File: src/rtl/intdiv_pkg.sv
package intdiv_pkg;
   localparam int ADDR_W = 3;

   typedef enum logic [ADDR_W-1:0] {
      A_UDVD = 3'd0,
      A_UDSR = 3'd1,
      A_SDVD = 3'd2,
      A_SDSR = 3'd3,
      A_QUO  = 3'd4,
      A_REM  = 3'd5,
      A_STAT = 3'd6
   } reg_addr_e;

   localparam int STAT_READY = 0;
   localparam int STAT_DIRTY = 1;
endpackage

File: src/rtl/intdiv_step.sv
// K restoring-division iterations unrolled into one combinational stage.
module intdiv_step #(
   parameter int W = 32,
   parameter int K = 4
) (
   input  logic [W-1:0] rem_i,
   input  logic [W-1:0] dvd_i,
   input  logic [W-1:0] quo_i,
   input  logic [W-1:0] dsr_i,
   output logic [W-1:0] rem_o,
   output logic [W-1:0] dvd_o,
   output logic [W-1:0] quo_o
);
   logic [W-1:0] rem_c [K+1];
   logic [W-1:0] dvd_c [K+1];
   logic [W-1:0] quo_c [K+1];

   assign rem_c[0] = rem_i;
   assign dvd_c[0] = dvd_i;
   assign quo_c[0] = quo_i;

   for (genvar i = 0; i < K; i++) begin : g_bit
      logic [W:0] shifted;
      logic [W:0] diff;
      assign shifted      = {rem_c[i], dvd_c[i][W-1]};
      assign diff         = shifted - {1'b0, dsr_i};
      assign rem_c[i+1]   = diff[W] ? shifted[W-1:0] : diff[W-1:0];
      assign dvd_c[i+1]   = {dvd_c[i][W-2:0], 1'b0};
      assign quo_c[i+1]   = {quo_c[i][W-2:0], ~diff[W]};
   end

   assign rem_o = rem_c[K];
   assign dvd_o = dvd_c[K];
   assign quo_o = quo_c[K];
endmodule

File: src/rtl/intdiv_core.sv
// Sequencer: magnitudes in, STEPS iterations, sign correction out.
module intdiv_core #(
   parameter int W = 32,
   parameter int K = 4
) (
   input  logic         clk,
   input  logic         rst_n,
   input  logic         start_i,
   input  logic         signed_i,
   input  logic [W-1:0] dvd_i,
   input  logic [W-1:0] dsr_i,
   input  logic         abort_i,
   output logic         busy_o,
   output logic         done_o,
   output logic [W-1:0] quo_o,
   output logic [W-1:0] rem_o
);
   localparam int STEPS = W / K;
   localparam int CW    = $clog2(STEPS + 1);

   logic          busy_q;
   logic [CW-1:0] cnt_q;
   logic [W-1:0]  rem_q, dvd_q, quo_q, dsr_q;
   logic          negq_q, negr_q;
   logic [W-1:0]  rem_n, dvd_n, quo_n;

   logic          dvd_neg, dsr_neg;
   logic [W-1:0]  dvd_mag, dsr_mag;

   assign dvd_neg = signed_i & dvd_i[W-1];
   assign dsr_neg = signed_i & dsr_i[W-1];
   assign dvd_mag = dvd_neg ? (~dvd_i + 1'b1) : dvd_i;
   assign dsr_mag = dsr_neg ? (~dsr_i + 1'b1) : dsr_i;

   intdiv_step #(.W(W), .K(K)) u_step (
      .rem_i(rem_q), .dvd_i(dvd_q), .quo_i(quo_q), .dsr_i(dsr_q),
      .rem_o(rem_n), .dvd_o(dvd_n), .quo_o(quo_n)
   );

   always_ff @(posedge clk or negedge rst_n) begin
      if (!rst_n) begin
         busy_q <= 1'b0;
         cnt_q  <= '0;
         rem_q  <= '0;
         dvd_q  <= '0;
         quo_q  <= '0;
         dsr_q  <= '0;
         negq_q <= 1'b0;
         negr_q <= 1'b0;
      end else if (start_i) begin
         busy_q <= 1'b1;
         cnt_q  <= CW'(STEPS);
         rem_q  <= '0;
         quo_q  <= '0;
         dvd_q  <= dvd_mag;
         dsr_q  <= dsr_mag;
         negq_q <= dvd_neg ^ dsr_neg;
         negr_q <= dvd_neg;
      end else if (abort_i) begin
         busy_q <= 1'b0;
      end else if (busy_q) begin
         rem_q <= rem_n;
         dvd_q <= dvd_n;
         quo_q <= quo_n;
         cnt_q <= cnt_q - 1'b1;
         if (cnt_q == CW'(1)) busy_q <= 1'b0;
      end
   end

   assign busy_o = busy_q;
   assign done_o = busy_q && (cnt_q == CW'(1)) && !start_i && !abort_i;
   assign quo_o  = negq_q ? (~quo_n + 1'b1) : quo_n;
   assign rem_o  = negr_q ? (~rem_n + 1'b1) : rem_n;

   // the iteration counter stays inside its window while running
   assert_cnt_window_R2: assert property (@(posedge clk) disable iff (!rst_n)
      busy_q |-> (cnt_q != '0) && (cnt_q <= CW'(STEPS)));
endmodule

File: src/rtl/intdiv_mmio.sv
module intdiv_mmio
   import intdiv_pkg::*;
#(
   parameter int DATA_W    = 32,
   parameter int STEP_BITS = 4
) (
   input  logic              clk,
   input  logic              rst_n,
   input  logic              bus_wr,
   input  logic              bus_rd,
   input  logic [ADDR_W-1:0] bus_addr,
   input  logic [DATA_W-1:0] bus_wdata,
   output logic [DATA_W-1:0] bus_rdata
);
   localparam int STEPS = DATA_W / STEP_BITS;
   localparam int SCW   = $clog2(STEPS + 1);

   if (DATA_W < 4) begin : g_bad_width
      $error("DATA_W must be at least 4");
   end
   if (STEP_BITS < 1 || (DATA_W % STEP_BITS) != 0) begin : g_bad_step
      $error("STEP_BITS must divide DATA_W");
   end

   logic [DATA_W-1:0] dvd_q, dsr_q, quo_q, rem_q;
   logic              ready_q, dirty_q;

   logic              wr_opnd, wr_quo, wr_rem, rd_quo;
   logic [DATA_W-1:0] dvd_next, dsr_next;
   logic              core_busy, core_done;
   logic [DATA_W-1:0] core_quo, core_rem;

   assign wr_opnd  = bus_wr && (bus_addr[2] == 1'b0);
   assign wr_quo   = bus_wr && (bus_addr == A_QUO);
   assign wr_rem   = bus_wr && (bus_addr == A_REM);
   assign rd_quo   = bus_rd && !bus_wr && (bus_addr == A_QUO);
   assign dvd_next = (wr_opnd && !bus_addr[0]) ? bus_wdata : dvd_q;
   assign dsr_next = (wr_opnd &&  bus_addr[0]) ? bus_wdata : dsr_q;

   intdiv_core #(.W(DATA_W), .K(STEP_BITS)) u_core (
      .clk     (clk),
      .rst_n   (rst_n),
      .start_i (wr_opnd),
      .signed_i(bus_addr[1]),
      .dvd_i   (dvd_next),
      .dsr_i   (dsr_next),
      .abort_i (wr_quo || wr_rem),
      .busy_o  (core_busy),
      .done_o  (core_done),
      .quo_o   (core_quo),
      .rem_o   (core_rem)
   );

   always_ff @(posedge clk or negedge rst_n) begin
      if (!rst_n) begin
         dvd_q   <= '0;
         dsr_q   <= '0;
         quo_q   <= '0;
         rem_q   <= '0;
         ready_q <= 1'b1;
         dirty_q <= 1'b0;
      end else if (wr_opnd) begin
         dvd_q   <= dvd_next;
         dsr_q   <= dsr_next;
         ready_q <= 1'b0;
         dirty_q <= 1'b1;
      end else if (wr_quo || wr_rem) begin
         if (wr_quo) quo_q <= bus_wdata;
         else        rem_q <= bus_wdata;
         ready_q <= 1'b1;
         dirty_q <= 1'b1;
      end else begin
         if (core_done) begin
            quo_q   <= core_quo;
            rem_q   <= core_rem;
            ready_q <= 1'b1;
         end
         if (rd_quo) dirty_q <= 1'b0;
      end
   end

   always_comb begin
      bus_rdata = '0;
      case (bus_addr)
         A_UDVD, A_SDVD: bus_rdata = dvd_q;
         A_UDSR, A_SDSR: bus_rdata = dsr_q;
         A_QUO:          bus_rdata = quo_q;
         A_REM:          bus_rdata = rem_q;
         A_STAT: begin
            bus_rdata[STAT_READY] = ready_q;
            bus_rdata[STAT_DIRTY] = dirty_q;
         end
         default:        bus_rdata = '0;
      endcase
   end

   // Cycle counter used only by the latency assertion.
   logic [SCW-1:0] since_start;
   always_ff @(posedge clk or negedge rst_n) begin
      if (!rst_n)                          since_start <= '0;
      else if (wr_opnd)                    since_start <= '0;
      else if (since_start != SCW'(STEPS)) since_start <= since_start + 1'b1;
   end

   assert_latency_R2: assert property (@(posedge clk) disable iff (!rst_n)
      core_done |-> since_start == SCW'(STEPS - 1));
   assert_ready_busy_R3: assert property (@(posedge clk) disable iff (!rst_n)
      core_busy |-> !ready_q);
   assert_start_dirty_R4: assert property (@(posedge clk) disable iff (!rst_n)
      wr_opnd |=> dirty_q && !ready_q && core_busy);
   assert_qread_clear_R5: assert property (@(posedge clk) disable iff (!rst_n)
      rd_quo |=> !dirty_q);
   assert_rem_abort_R7: assert property (@(posedge clk) disable iff (!rst_n)
      wr_rem |=> ready_q && dirty_q && !core_busy && rem_q == $past(bus_wdata));
   assert_quo_load_R8: assert property (@(posedge clk) disable iff (!rst_n)
      wr_quo |=> ready_q && dirty_q && !core_busy && quo_q == $past(bus_wdata));
endmodule

File: config.mk
export PLATFORM = sky130hd
export DESIGN_NAME = intdiv_mmio
export DESIGN_NICKNAME = d
export VERILOG_FILES = /design/src/rtl/intdiv_pkg.sv /design/src/rtl/intdiv_step.sv /design/src/rtl/intdiv_core.sv /design/src/rtl/intdiv_mmio.sv
export SDC_FILE = /design/constraint.sdc
export NUM_CORES = 1
export LEC_CHECK = 0
export ABC_AREA = 1
export BUFFER_PORTS_ARGS = -buffer_cell sky130_fd_sc_hd__buf_2
export CAP_MARGIN = 0
export CORE_MARGIN = 1.5
export CORE_UTILIZATION = 40
export DETAILED_ROUTE_END_ITERATION = 10
export SKIP_LAST_GASP = 1
export SLEW_MARGIN = 25
export SYNTH_ARGS = -nofsm -noshare
export SYNTH_HDL_FRONTEND = slang
export SYNTH_SLANG_ARGS = --single-unit
File: constraint.sdc
create_clock -name clk -period 9.4 [get_ports clk]
set_clock_uncertainty 0.15 [all_clocks]
set_input_delay 2.82 -clock clk [delete_from_list [all_inputs] [get_ports clk]]
set_output_delay 2.82 -clock clk [all_outputs]
set_load 0.02 [all_outputs]
==> results.tsv, run 1 <==
stage	metric	value	unit
timing	rsz0062_at_grt	true	
clocking	hold_buffers	0	
global_route	grt.overflow.total	0	
status	outcome	complete, no violations	
global_route	grt_first_pass_wirelength	139.4	mm
timing	setup_violations	0	
timing	final.setup.worst_slack	47.11	ps
critical_path	cp-end-kind	flop	
drt	vias_per_cell	5.295	
synth	synthCells	3447	
critical_path	path_class	reg -> reg	
floorplanning	num_rows	87	
critical_path	reg2reg_slack	50	ps
cells_and_area	fin_area	0.03207	mm2
drt	first_pass_iters	6	
critical_path	cp_slowest_cell	fa_2	
floorplanning	start_util	40.65	%
synth	yosysWarnings	0	
placed_design	hpwlAfterDp	71.24	mm
job	drv_cap	0	
synth	syn-num-nets	3624	
synth	synth_ff_type	dfrtp_1	
drt	wl_per_cell	18.52	um
clocking	clock-root-buffer	clkbuf_16	
critical_path	crit_arrival	9690	ps
critical_path	r2r_end	quo_q[31]	
floorplanning	die_w	242.8	um
synth	synth.cell_area	0.02301	mm2
timing	relSlewSlack	28.58	%
drt	drc_errors	0	
synth	synth_edf_count	0	
critical_path	worst_setup_path_start_kind	flop	
placed_design	pre_cts_ws	-632.2	ps
timing	period_minus_slack	9353	ps
clocking	cts_buffers	27	
critical_path	crit_path_frequent_cell	o21ai_2	
critical_path	crit_buf_inv	12	
global_route	track_usage	29.96	%
critical_path	critical_path_peak_fanout	13	
cells_and_area	seqCellArea	0.006507	mm2
floorplanning	dieArea	0.05897	mm2
min_path	hp-class	reg -> reg	
placed_design	gp_congestion	0.9864	
clocking	clockBufferDepth	3	
timing	tns	0	ps
synth	synth-seq-cells	260	
global_route	grt_max_degree	159	
floorplanning	coreArea	0.05660	mm2
global_route	grt_pass1_vias	24690	
drt	drt_iter0_markers	2356	
timing	hold_viol_final	0	
timing	drv_slew	0	
clocking	cts_tree	built	
clocking	clk_pin_slew	70	ps
clocking	cts_htree_levels	1	
timing	tightest_slew	1061	ps
placed_design	post_dp_cell_area	0.02942	mm2
clocking	insertion_delay	560	ps
drt	drt_wl_total	92.11	mm
cells_and_area	fillers	5481	
cells_and_area	utilization	56.65	%
critical_path	worstPathRequired	9740	ps
timing	finalCritPeriodShare	99.50	%
cells_and_area	fin_nets	4375	
synth	yosysSeqAreaShare	28.28	%
placed_design	portBuffers	70	
clocking	cts_sinks	260	
global_route	grt_antenna_before_repair	1	
cells_and_area	syn2layout_area_growth	39.37	%
cells_and_area	multi_input_area	0.01552	mm2
cells_and_area	drive_gt1_share	29.38	%
floorplanning	die_h	242.8	um
critical_path	cp_num_cells	63	
critical_path	startpoint	u_core.dsr_q[23]	
synth	avgSynthCellArea	6.675	um2
cells_and_area	insertedDiodeCount	0	
timing	fmax	0.1069	GHz
floorplanning	io-pin-count	71	
synth	synthArstFlopShare	100.0	%
drt	via_count	26330	
critical_path	crit_end	quo_q[31]	
synth	ys_types	66	
drt	final_antenna_net_count	0	
critical_path	cp_top_family	simple AND/OR/NAND/NOR gates	
critical_path	slowest_delay	400	ps
critical_path	reg2regPathDepth	63	
critical_path	regToRegStartpoint	u_core.dsr_q[23]	
[worst min-delay path: cells and delay by family, from the launching register on]
family,cells,cell delay [ps]
compound gates,1,60
simple gates,1,50
flops,1,340
[cells in the mapped netlist, drive strengths merged, types with 20 or more instances]
| cell type | instances | area (um2) |
|---|---|---|
| nand2 | 826 | 3223 |
| inv | 461 | 1733 |
| o21ai | 408 | 2110 |
| nor2 | 348 | 1384 |
| dfrtp | 259 | 6481 |
| a21oi | 222 | 1119 |
| nand3 | 178 | 955.9 |
| ha | 134 | 1677 |
| xor2 | 107 | 937.2 |
| clkbuf | 81 | 304.0 |
| o22ai | 53 | 331.6 |
| xnor2 | 53 | 464.2 |
| nor3 | 44 | 251.5 |
| a31oi | 40 | 250.2 |
| buf | 35 | 229.0 |
| a221oi | 32 | 280.3 |
| nand4 | 30 | 193.9 |
| o21bai | 20 | 153.9 |
[cell type report]
class,count,area share (%)
tap,756,2.950
inverter,468,5.579
clock inverter,12,0.8350
timing repair buffer,836,19.63
multi-input combinational,2605,48.41
sequential,260,20.29
clock buffer,36,2.306
[registers in the layout, indices dropped and copies added, names as in the netlist]
signal and flops:
ready_q 1, u_core.dvd_q 32, rem_q 32, dsr_q 32, u_core.quo_q 28, quo_q 32
u_core.rem_q 32, dirty_q 1, u_core.busy_o 1, u_core.negq_q 1, u_core.dsr_q 31, dvd_q 32
u_core.cnt_q 4, u_core.negr_q 1
[worst min path at each step]
stage                       endpoint  cells after the start              from  slack (ps)
floorplan           u_core.dsr_q[10]                      2  u_core.dsr_q[10]         300
global route        u_core.dsr_q[22]                      2  u_core.dsr_q[22]         350
CTS                 u_core.dsr_q[22]                      2  u_core.dsr_q[22]         340
detailed placement  u_core.dsr_q[22]                      2  u_core.dsr_q[22]         330
finish              u_core.dsr_q[24]                      2  u_core.dsr_q[24]         340
global placement     u_core.dsr_q[4]                      2   u_core.dsr_q[4]         320
[cell families after synthesis]
group | after synthesis | synth area share, %
and+or+nand+nor | 1467 | 27.36
AOI/OAI and AO/OA | 838 | 20.67
buffers and inverters | 584 | 9.962
DFF | 260 | 28.28
xor gates and xnor gates | 160 | 6.090
adders and majority gates | 138 | 7.635
[what timing repair did]
| action | in CTS | in global routing |
|---|---|---|
| gates resized for setup | 69 | 253 |
| pin swaps | 19 | 68 |
| setup endpoints to repair | 71 | 94 |
| cloned | 1 | 4 |
| setup buffers | 8 | 33 |
[routing by layer]
metal  global-route usage (%)  part of all wire (%)  vias to the layer above
met3                    3.207                   6.6                      164
met2                    48.80                    46                      935
li1                         -                     -                    12920
met1                    41.25                    44                    12310
met4                    10.21                   3.7                        2
met5                        0                 0.014                        -
[cells in the final DEF, fill, tap and decap left out, drive strengths merged, types with 8 or more instances in the layout]
cell type    n
a21oi      222
or2         12
nand3b       8
nand2      827
xor2       107
buf        833
ha         134
nor4        10
nand3      178
bufinv       8
o22ai       53
nand4       30
inv        462
clkbuf      39
a31oi       40
dfrtp      259
o211ai      10
o21ai      408
a221oi      32
a21o         8
nor3        44
clkinv      10
o21bai      20
xnor2       53
nor2       349
[stage by stage]
step | hold slack [ps] | cells
final | 338.1 | 4973
after global routing | 351.1 | 4973
after CTS | 343.4 | 4936
after detailed placement | 325.8 | 4879
after global placement | 315.8 | 4879
after floorplan | 303.0 | 3447
Power of run 1 is left out: the tool's default activity adds up to more than one toggle a clock period on the data nets, which glitch-free logic cannot reach.
==> run 2: changes to the inputs <==
--- a/config.mk
+++ b/config.mk
@@ -9,8 +9,9 @@
 export BUFFER_PORTS_ARGS = -buffer_cell sky130_fd_sc_hd__buf_2
 export CAP_MARGIN = 0
 export CORE_MARGIN = 1.5
-export CORE_UTILIZATION = 40
+export CORE_UTILIZATION = 51
 export DETAILED_ROUTE_END_ITERATION = 10
+export PLACE_DENSITY = 0.7
 export SKIP_LAST_GASP = 1
 export SLEW_MARGIN = 25
 export SYNTH_ARGS = -nofsm -noshare
==> run 2 against run 1 <==
- the flow now finishes with violations (setup timing)
- non-clock buffer count up 92
- first-iteration DRC count increased by 26%
- flip-flop and latch count unchanged
- sequential share of layout area decreased by 0.89 points
- final area grew 4.6%
- clock-buffer cell count grew 2
- critical path type unchanged
- largest cell class unchanged
==> results.tsv, run 2 (same netlist as run 1, synthesis figures left out) <==
stage	metric	value	unit	change
timing	drv_slew	0		unchanged
floorplanning	die_h	215.4	um	was 242.8 um
timing	relSlewSlack	33.68	%	was 28.58%
critical_path	cp-end-kind	flop		unchanged
drt	wl_per_cell	20.51	um	was 18.52 um
placed_design	pre_cts_ws	-1095	ps	was -632.2 ps
cells_and_area	final_cell_mix	buf_4, nand2_1, inv_1		was nand2_1, buf_4, inv_1
cells_and_area	fin_nets	4469		was 4,375
drt	vias_per_cell	5.770		was 5.295
drt	drt_wl_total	100.6	mm	was 92.11 mm
timing	final.setup.worst_slack	-449.4	ps	was 47.11 ps
min_path	whs_endpoint	u_core.dsr_q[26]		was u_core.dsr_q[24]
critical_path	r2r_end	rem_q[9]		was quo_q[31]
critical_path	crit_arrival	10200	ps	was 9690 ps
placed_design	gp_congestion	1.023		was 0.9864
drt	first_pass_iters	6		unchanged
timing	fmax	0.1015	GHz	was 0.1069 GHz
timing	setup_violations	50		was 0
status	outcome	finished with violations		was complete, no violations
floorplanning	coreArea	0.04441	mm2	was 0.05660 mm2
critical_path	worstPathRequired	9750	ps	was 9740 ps
critical_path	critical_path_peak_fanout	9		was 13
timing	hold_viol_final	0		unchanged
critical_path	startpoint	u_core.dvd_q[31]		was u_core.dsr_q[23]
critical_path	regToRegStartpoint	u_core.dvd_q[31]		was u_core.dsr_q[23]
global_route	grt_pass1_vias	27310		was 24,690
critical_path	crit_buf_inv	18		was 12
clocking	cts_tree	built		unchanged
critical_path	cp_top_family	simple AND/OR/NAND/NOR gates		unchanged
timing	tightest_slew	991.1	ps	was 1061 ps
global_route	grt.overflow.total	0		unchanged
status	violations	setup timing		
floorplanning	dieArea	0.04640	mm2	was 0.05897 mm2
drt	final_antenna_net_count	0		unchanged
drt	via_count	28300		was 26,330
critical_path	cp_slowest_cell	dfrtp_1		was fa_2
clocking	clk_pin_slew	70	ps	about the same
min_path	hold_depth	2		unchanged
floorplanning	io-pin-count	71		unchanged
clocking	clock-root-buffer	clkbuf_16		unchanged
floorplanning	start_util	51.81	%	was 40.65%
critical_path	reg2regPathDepth	70		was 63
placed_design	portBuffers	70		unchanged
clocking	cts_sinks	260		unchanged
floorplanning	num_rows	77		was 87
critical_path	path_class	reg -> reg		unchanged
clocking	cts_htree_levels	1		unchanged
cells_and_area	syn2layout_area_growth	45.79	%	was 39.37%
timing	period_minus_slack	9849	ps	was 9353 ps
global_route	grt_antenna_before_repair	0		was 1
cells_and_area	insertedDiodeCount	0		unchanged
global_route	track_usage	40.63	%	was 29.96%
clocking	insertion_delay	570	ps	was 560 ps
drt	drc_errors	0		unchanged
clocking	clockBufferDepth	3		unchanged
cells_and_area	drive_gt1_share	33.69	%	was 29.38%
placed_design	hpwlAfterDp	73.12	mm	was 71.24 mm
min_path	hp-class	reg -> reg		unchanged
drt	drt_iter0_markers	2958		was 2,356
global_route	grt_max_degree	144		was 159
min_path	min_from	u_core.dsr_q[26]		was u_core.dsr_q[24]
critical_path	worst_setup_path_start_kind	flop		unchanged
floorplanning	die_w	215.4	um	was 242.8 um
critical_path	slowest_delay	380	ps	was 400 ps
job	drv_cap	0		unchanged
timing	rsz0062_at_grt	true		unchanged
critical_path	reg2reg_slack	-450	ps	was 50 ps
clocking	cts_buffers	28		was 27
timing	finalCritPeriodShare	104.8	%	was 99.50%
cells_and_area	final_common_cell	buf_4		was nand2_1
global_route	grt_first_pass_wirelength	148.5	mm	was 139.4 mm
run 2: changes by cell type in the layout (fill, tap and decap cells not counted), sizes merged:
cell / change
clkinvlp: +5
buf: +92
bufinv: -6
clkbuf: +2
clkinv: +3
run 2: how the worst max path moves through the flow:
| stage | endpoint | cells past startpoint |
|---|---|---|
| after global placement | rem_q[31] | 68 |
| final | rem_q[9] | 70 |
| after CTS | rem_q[25] | 67 |
| after global routing | rem_q[9] | 69 |
| after detailed placement | rem_q[25] | 69 |
| after floorplan | quo_q[28] | 75 |
run 2: metrics by stage:
stage,util (%),instance area (um2),TNS (ps),instances,hold slack [ps]
detailed placement,66.02,29320,-60160,4725,325.0
CTS,71.07,31560,-210.1,4843,341.0
global placement,66.02,29320,-39500,4725,320.2
floorplan,-,23170,0,3447,303.0
finish,75.53,33550,-12590,4905,336.4
global route,75.53,33550,-42570,4905,367.7
run 2: worst register-to-register path, delay by kind of cell, from the launching register on:
kind | cells | cell delay (ps)
AND/OR/NAND/NOR | 29 | 3030
AO/OA/AOI/OAI | 18 | 2750
buffers and inverters | 18 | 2030
adder cells (fa/ha/maj) | 5 | 1460
flip-flops | 1 | 380
run 2: metal layers:
metal	vias up	routed length, um	track usage [%]
met3	383	8470	5.920
met1	13350	39260	51.39
met5	-	0	0
met2	1459	46560	67.57
met4	0	6328	20.79
li1	13110	-	-
run 2: final cells by class:
type | instances | area, um2
fillers | 3383 | 10870
inverters | 468 | 1785
repair buffers | 928 | 7177
multi-input cells | 2605 | 16390
clock inverters | 13 | 128.9
repair inverters | 1 | 11.26
well taps | 592 | 740.7
flip-flops and latches | 260 | 6510
clock buffers | 38 | 799.5
run 2: what timing repair did:
action                                  4_1_cts  5_1_grt
endpoints found under the setup margin       96       96
buffers inserted                             61       60
cloned                                        6        4
hold buffers                                  0        0
pin swaps                                    58      134
gates resized for setup                     183      333
Power of run 2 is left out for the same reason.
